--- src/rtl/pcm_fs_pkg.sv ---
package pcm_fs_pkg;

   typedef enum logic [1:0] {
      TX_IDLE  = 2'd0,
      TX_ARMED = 2'd1,
      TX_SHIFT = 2'd2,
      TX_TAIL  = 2'd3
   } tx_state_e;

   typedef enum logic {
      RX_IDLE  = 1'b0,
      RX_SHIFT = 1'b1
   } rx_state_e;

   localparam int unsigned N_BCLK = 2;
   localparam int unsigned IDX_TX = 0;
   localparam int unsigned IDX_RX = 1;

endpackage

--- src/rtl/pcm_fs_edge.sv ---
module pcm_fs_edge (
   input  logic clk,
   input  logic rst_n,
   input  logic lvl,
   output logic rise,
   output logic fall
);
   logic prev_q;

   always_ff @(posedge clk or negedge rst_n) begin
      if (!rst_n) prev_q <= 1'b0;
      else        prev_q <= lvl;
   end

   assign rise = lvl & ~prev_q;
   assign fall = ~lvl & prev_q;

endmodule

--- src/rtl/pcm_fs_mode.sv ---
module pcm_fs_mode #(
   parameter int unsigned LONG_MIN = 3
) (
   input  logic clk,
   input  logic rst_n,
   input  logic sync,
   input  logic bclk_fall,
   output logic sync_rise,
   output logic long_mode
);
   localparam int unsigned MCW = $clog2(LONG_MIN + 1);
   localparam logic [MCW-1:0] LIM = MCW'(LONG_MIN);

   logic           sync_prev_q;
   logic [MCW-1:0] width_q;
   logic           sync_drop;

   assign sync_rise = sync & ~sync_prev_q;
   assign sync_drop = ~sync & sync_prev_q;

   always_ff @(posedge clk or negedge rst_n) begin
      if (!rst_n) begin
         sync_prev_q <= 1'b0;
         width_q     <= '0;
         long_mode   <= 1'b0;
      end else begin
         sync_prev_q <= sync;
         if (!sync)
            width_q <= '0;
         else if (bclk_fall && width_q < LIM)
            width_q <= width_q + 1'b1;
         if (sync_drop)
            long_mode <= (width_q >= LIM);
      end
   end


   mode_hold_chk: assert property (@(posedge clk) disable iff (!rst_n)
      !sync_drop |=> $stable(long_mode));

endmodule

--- src/rtl/pcm_fs_tx.sv ---
module pcm_fs_tx
   import pcm_fs_pkg::*;
#(
   parameter int unsigned WIDTH = 8
) (
   input  logic             clk,
   input  logic             rst_n,
   input  logic             rise,
   input  logic             fall,
   input  logic             sync,
   input  logic             sync_rise,
   input  logic             long_mode,
   input  logic [WIDTH-1:0] word,
   output logic             dout,
   output logic             oe
);
   localparam int unsigned CW   = $clog2(WIDTH);
   localparam logic [CW-1:0] LAST = CW'(WIDTH - 1);
   localparam int unsigned MSB  = WIDTH - 1;

   tx_state_e        state_q;
   logic [CW-1:0]    cnt_q;
   logic [WIDTH-1:0] sh_q;
   logic [WIDTH-1:0] hold_q;
   logic             fall_sync_q;
   logic             short_go;
   logic             long_go;

   assign long_go  = (state_q == TX_IDLE) && long_mode && sync_rise;
   assign short_go = (state_q == TX_IDLE) && !long_mode && fall && sync && !fall_sync_q;

   always_ff @(posedge clk or negedge rst_n) begin
      if (!rst_n) begin
         state_q     <= TX_IDLE;
         cnt_q       <= '0;
         sh_q        <= '0;
         hold_q      <= '0;
         fall_sync_q <= 1'b0;
         dout        <= 1'b0;
         oe          <= 1'b0;
      end else begin
         if (fall) fall_sync_q <= sync;
         unique case (state_q)
            TX_IDLE: begin
               if (long_go) begin
                  dout    <= hold_q[MSB];
                  sh_q    <= hold_q << 1;
                  hold_q  <= word;
                  oe      <= 1'b1;
                  cnt_q   <= '0;
                  state_q <= TX_SHIFT;
               end else if (short_go) begin
                  sh_q    <= hold_q;
                  hold_q  <= word;
                  state_q <= TX_ARMED;
               end
            end
            TX_ARMED: begin
               if (rise) begin
                  dout    <= sh_q[MSB];
                  sh_q    <= sh_q << 1;
                  oe      <= 1'b1;
                  cnt_q   <= '0;
                  state_q <= TX_SHIFT;
               end
            end
            TX_SHIFT: begin
               if (rise && cnt_q != LAST) begin
                  dout  <= sh_q[MSB];
                  sh_q  <= sh_q << 1;
                  cnt_q <= cnt_q + 1'b1;
               end else if (fall && cnt_q == LAST) begin
                  if (!sync) begin
                     oe      <= 1'b0;
                     state_q <= TX_IDLE;
                  end else begin
                     state_q <= TX_TAIL;
                  end
               end
            end
            TX_TAIL: begin
               if (!sync) begin
                  oe      <= 1'b0;
                  state_q <= TX_IDLE;
               end
            end
            default: state_q <= TX_IDLE;
         endcase
      end
   end


   oe_held_by_sync_chk: assert property (@(posedge clk) disable iff (!rst_n)
      (oe && sync) |=> oe);


   dout_steady_chk: assert property (@(posedge clk) disable iff (!rst_n)
      (oe && !rise) |=> $stable(dout));


   oe_start_edge_chk: assert property (@(posedge clk) disable iff (!rst_n)
      (!oe && !rise && !sync_rise) |=> !oe);

endmodule

--- src/rtl/pcm_fs_rx.sv ---
module pcm_fs_rx
   import pcm_fs_pkg::*;
#(
   parameter int unsigned WIDTH = 8
) (
   input  logic             clk,
   input  logic             rst_n,
   input  logic             fall,
   input  logic             sync,
   input  logic             din,
   input  logic             long_mode,
   output logic [WIDTH-1:0] word,
   output logic             valid
);
   localparam int unsigned CW   = $clog2(WIDTH);
   localparam logic [CW-1:0] LAST = CW'(WIDTH - 1);

   rx_state_e        state_q;
   logic [CW-1:0]    cnt_q;
   logic [WIDTH-1:0] sh_q;
   logic             fall_sync_q;
   logic             trig;

   assign trig = (state_q == RX_IDLE) && fall && sync && !fall_sync_q;

   always_ff @(posedge clk or negedge rst_n) begin
      if (!rst_n) begin
         state_q     <= RX_IDLE;
         cnt_q       <= '0;
         sh_q        <= '0;
         fall_sync_q <= 1'b0;
         word        <= '0;
         valid       <= 1'b0;
      end else begin
         valid <= 1'b0;
         if (fall) fall_sync_q <= sync;
         unique case (state_q)
            RX_IDLE: begin
               if (trig) begin
                  state_q <= RX_SHIFT;
                  if (long_mode) begin
                     sh_q  <= {sh_q[WIDTH-2:0], din};
                     cnt_q <= CW'(1);
                  end else begin
                     cnt_q <= '0;
                  end
               end
            end
            RX_SHIFT: begin
               if (fall) begin
                  sh_q  <= {sh_q[WIDTH-2:0], din};
                  cnt_q <= cnt_q + 1'b1;
                  if (cnt_q == LAST) begin
                     word    <= {sh_q[WIDTH-2:0], din};
                     valid   <= 1'b1;
                     state_q <= RX_IDLE;
                  end
               end
            end
            default: state_q <= RX_IDLE;
         endcase
      end
   end


   rx_valid_single_chk: assert property (@(posedge clk) disable iff (!rst_n)
      valid |=> !valid);


   rx_word_quiet_chk: assert property (@(posedge clk) disable iff (!rst_n)
      !fall |=> ($stable(word) && !valid));

endmodule

--- src/rtl/pcm_fs_port.sv ---
module pcm_fs_port
   import pcm_fs_pkg::*;
#(
   parameter int unsigned WIDTH    = 8,
   parameter int unsigned LONG_MIN = 3
) (
   input  logic             clk,
   input  logic             rst_n,
   input  logic             tx_bclk,
   input  logic             tx_sync,
   input  logic [WIDTH-1:0] tx_word,
   output logic             tx_dout,
   output logic             tx_oe,
   input  logic             rx_bclk,
   input  logic             rx_sync,
   input  logic             rx_din,
   output logic [WIDTH-1:0] rx_word,
   output logic             rx_valid,
   output logic             long_mode
);
   generate
      if (WIDTH < 2) begin : g_bad_width
         $error("pcm_fs_port: WIDTH must be at least 2");
      end
      if (LONG_MIN < 3) begin : g_bad_long
         $error("pcm_fs_port: LONG_MIN must be at least 3");
      end
   endgenerate

   logic [N_BCLK-1:0] bclk_lvl;
   logic [N_BCLK-1:0] bclk_rise;
   logic [N_BCLK-1:0] bclk_fall;
   logic              tx_sync_rise;

   assign bclk_lvl[IDX_TX] = tx_bclk;
   assign bclk_lvl[IDX_RX] = rx_bclk;

   for (genvar g = 0; g < N_BCLK; g++) begin : g_edge
      pcm_fs_edge u_edge (
         .clk  (clk),
         .rst_n(rst_n),
         .lvl  (bclk_lvl[g]),
         .rise (bclk_rise[g]),
         .fall (bclk_fall[g])
      );
   end

   pcm_fs_mode #(.LONG_MIN(LONG_MIN)) u_mode (
      .clk      (clk),
      .rst_n    (rst_n),
      .sync     (tx_sync),
      .bclk_fall(bclk_fall[IDX_TX]),
      .sync_rise(tx_sync_rise),
      .long_mode(long_mode)
   );

   pcm_fs_tx #(.WIDTH(WIDTH)) u_tx (
      .clk      (clk),
      .rst_n    (rst_n),
      .rise     (bclk_rise[IDX_TX]),
      .fall     (bclk_fall[IDX_TX]),
      .sync     (tx_sync),
      .sync_rise(tx_sync_rise),
      .long_mode(long_mode),
      .word     (tx_word),
      .dout     (tx_dout),
      .oe       (tx_oe)
   );

   pcm_fs_rx #(.WIDTH(WIDTH)) u_rx (
      .clk      (clk),
      .rst_n    (rst_n),
      .fall     (bclk_fall[IDX_RX]),
      .sync     (rx_sync),
      .din      (rx_din),
      .long_mode(long_mode),
      .word     (rx_word),
      .valid    (rx_valid)
   );


   reset_quiet_chk: assert property (@(posedge clk) disable iff (!rst_n)
      $rose(rst_n) |-> (!tx_oe && !rx_valid && !long_mode));

endmodule

--- config.mk ---
export PLATFORM = sky130hd
export DESIGN_NAME = pcm_fs_port
export DESIGN_NICKNAME = d
export VERILOG_FILES = /design/src/rtl/pcm_fs_pkg.sv /design/src/rtl/pcm_fs_edge.sv /design/src/rtl/pcm_fs_mode.sv /design/src/rtl/pcm_fs_tx.sv /design/src/rtl/pcm_fs_rx.sv /design/src/rtl/pcm_fs_port.sv
export SDC_FILE = /design/constraint.sdc
export NUM_CORES = 1
export LEC_CHECK = 0
export ABC_AREA = 1
export BUFFER_PORTS_ARGS = -buffer_cell sky130_fd_sc_hd__buf_2
export CAP_MARGIN = 20
export CORE_MARGIN = 2
export CORE_UTILIZATION = 49
export DETAILED_ROUTE_END_ITERATION = 8
export MAX_ROUTING_LAYER = met4
export PLACE_DENSITY = 0.68
export SLEW_MARGIN = 10
export SYNTH_ARGS = -nofsm -noshare
export SYNTH_HDL_FRONTEND = slang
export SYNTH_SLANG_ARGS = --single-unit
--- constraint.sdc ---
create_clock -name clk -period 4.1 [get_ports clk]
set_input_delay 0.205 -clock clk [delete_from_list [all_inputs] [get_ports clk]]
set_output_delay 0.205 -clock clk [all_outputs]
set_load 0.1 [all_outputs]
==> metrics.md <==
| Metric | Value |
|---|---|
| Gr usage total | between 15 and 20% |
| Fill count | roughly 460 |
| Sequential cell area | approximately 1300 sq um |
| WL per Instance | about 11 um |
| Initial DRC count | between 100 and 150 |
| # DRC | 0 |
| Number of diodes | 0 |
| RSZ-0062 raised after global routing | no |
| Period utilisation layout | roughly 40% |
| Slowest CP cell | dfrtp_1 |
| Clk slew on worst S/H paths | ~90 ps |
| Synth top cells by count | nand2_1 (117), dfrtp_1 (51), inv_1 (38) |
| Postcts setup bufs | 0 |
| I/O Buffers | 26 |
| # rows | 26 |
| Cell variety after synth | 22 |
| Cell-by-cell trace of the critical path | inv_1, ha_1, nand2_1, nor2_2, nand2_1, nand2_2, nand2_1, o21ai_2 |
| Grt ovf | 0 |
| Skew-Pair Late Insertion Delay | approximately 300 ps |
| Post-synthesis sequential area ratio | approximately 50% |
| First-pass DRT Iterations | 4 |
| Max incr delay on CP | 430 ps |
| CTS tree | yes |
| Pwr Density | between 700 and 800 nW/um^2 |
| WP data required | roughly 4300 ps |
| Main synth FF type | dfrtp_1 |
| Most frequent cell after synthesis | nand2_1 |
| Final #Nets | 365 |
| Largest net degree at the start of global routing | 52 |
| Setup TNS | 0 ps |
| Routing usage on met3 | between 3 and 4% |
| First-pass GRT wire length | approximately 8200 um |
| Chip Height | 76.0 um |
| Area share of the largest cell type after synthesis | 50.2% |
| Cell taking the most area after synthesis | dfrtp_1 |
| Drt total wl | between 4000 and 5000 um |
| EDFF count, synth | 0 |
| Share of layout cells above drive strength 1 | about 17% |
| Via count | approximately 1900 |
| Via-per-instance ratio | roughly 4.7 |
| GRT met2 Usage | a little over a quarter |
| Clock Tree Root | clkbuf_8 |
| Failing checks | hold timing |
| Multi-input logic area | about 1100 sq um |
| Slew HR | between 50% and 60% |
| Final Power | between 1.5 and 2 mW |
| Pleak | ~1.6 nW |
| Setup Crit Path Kind | reg -> reg |
| Ys Warns | 0 |
| Async SR Flop Fraction | between 90% and 100% |
| Final min period | 1640 ps |
| Post-Syn Area | approximately 2500 sq um |
| Most frequent CP cell | nand2_1 |
| Die width | between 70 and 80 um |
| Synth Area per Inst | 8.20 sq um |
| Busiest grt layer | met2 |
| Die area | ~5800 sq um |
| Status | finished, violations left |
| Vias in the first global route | 1777 |
| Data arrival time of the worst path | 1870 ps |
| Kind of end point of the critical path | register |
| Syn_nets | around 340 |
| # resized after CTS | 0 |
| Synth Register Bits | 51 |
| CP max FO | 16 |
| F_max | slightly above 0.6 GHz |
| Hold Path Class | in -> async |
| Fin. Hold Viols | 3 |
| Hold Worst Slack | -3.21 ps |
| Reg2reg path depth | 8 |
| P&R area growth vs syn | 11.7% |
| DP HPWL | 3330 um |
| Met1 usage | roughly a quarter |
| Fin Clk Skew | about 4.2 ps |
| Gpl congestion | between 0.7 and 0.8 |
| Top post-synthesis cells by area | dfrtp_1 (50%), nand2_1 (17%), inv_1 (5.6%) |
| Max IR drop VDD | 0.344 mV |
| Cell count after synthesis | 310 |
| Hold buffer count at cts | 0 |
| Max Cap Viol | 0 |
| Initial antenna violation count | 0 |
| Worst slew pin tran | between 600 and 700 ps |
| I/O pin count | 27 |
| Routed Antenna Nets | 0 |
| CTS max path bufs | 2 |
| H-tree Lvls | 2 |
| Final setup violating endpoints | 0 |
| Initial Util | slightly above 50% |
| Slew Limit Fails | 0 |
| CTS Buf Count | 5 |
| Core area | approximately 5000 sq um |
| Crit start category | register |
| Sink Count | between 50 and 60 |
-- cell type report --
type	instances	area share (%)
clock buffers	5	2.42
repair buffers	27	4.85
flip-flops and latches	51	44.9
clock inverters	2	1.32
inverters	40	5.29
well taps	70	3.08
multi-input cells	214	38.1
-- power breakdown --
group | internal (mW) | switching [mW] | total, mW | leakage [nW]
Combinational | 0.255 | 0.646 | 0.900 | 0.887
Sequential | 0.666 | 0.0844 | 0.750 | 0.654
Clock | 0.178 | 0.160 | 0.338 | 0.0502
Total | 1.10 | 0.890 | 1.99 | 1.59
-- metal layers --
layer | share of wire (%) | vias up
met5 | 0 | -
met4 | 1.0 | 0
met3 | 3.2 | 5
met2 | 46 | 31
met1 | 50 | 860
li1 | - | 1025
-- cells by family after synthesis --
| group | after synthesis | share of synthesized area, % |
|---|---|---|
| xor+xnor | 1 | 0.345 |
| compound gates | 35 | 8.42 |
| buf+inv | 45 | 7.23 |
| simple gates | 167 | 28.4 |
| flops | 51 | 50.2 |
| fa+ha+maj | 11 | 5.41 |
-- per-stage QoR --
| stage | hold slack [ps] | instance area (sq um) | instances | utilization [%] | setup WS [ps] |
|---|---|---|---|---|---|
| final | -3.21 | 2840 | 409 | 56.3 | 2460 |
| after global routing | 14.8 | 2840 | 409 | 56.3 | 2230 |
| after CTS | 17.7 | 2840 | 409 | 56.3 | 2440 |
| after detailed placement | 342 | 2730 | 402 | 54.2 | 2460 |
| after global placement | 341 | 2730 | 402 | 54.2 | 2510 |
| after floorplan | -90.6 | 2540 | 310 | - | 2260 |
-- sequential cells by signal, indices dropped and copies added, names as in the netlist, 2 cells and up --
register / count
u_tx.hold_q: 8
u_tx.state_q: 2
u_rx.word: 8
u_tx.cnt_q: 3
u_mode.width_q: 2
g_edge.u_edge.prev_q: 2
u_rx.cnt_q: 3
u_rx.sh_q: 7
u_tx.sh_q: 8
-- path summary, 6_finish.rpt --
| kind | from | endpoint | slack, ps |
|---|---|---|---|
| worst max-delay path | u_tx.state_q[0]$_DFFE_PN0P_ | u_tx.hold_q[2]$_DFFE_PN0P_ | 2460 |
| worst min-delay path | rst_n | u_rx.word[4]$_DFFE_PN0P_ | -3 |
| worst max register to register | u_tx.state_q[0]$_DFFE_PN0P_ | u_tx.hold_q[2]$_DFFE_PN0P_ | 2460 |
| worst min register to register | u_rx.sh_q[6]$_DFFE_PN0P_ | u_rx.word[7]$_DFFE_PN0P_ | 480 |
| max in group asynchronous | rst_n | u_tx.sh_q[7]$_DFFE_PN0P_ | 3680 |
| min in group clk | rx_bclk | g_edge[1].u_edge.prev_q$_DFF_PN0_ | 30 |
-- critical path, delay by kind of cell, from the launching register on --
family,cells,cell delay [ps]
AO/OA/AOI/OAI,1,70
adder cells (fa/ha/maj),1,280
buffers and inverters,1,130
flip-flops,1,430
AND/OR/NAND/NOR,5,660
-- cells in the final DEF, fill, tap and decap left out, drive strengths merged --
master    count
nand2       123
dfrtp        51
inv          40
nand3        28
o21ai        28
buf          27
nor2         15
ha           11
clkbuf        5
a21oi         4
o22ai         1
a31oi         1
a211oi        1
xor2          1
nor3          1
bufinv        1
clkinvlp      1
Power figures use the tool's default switching activity.
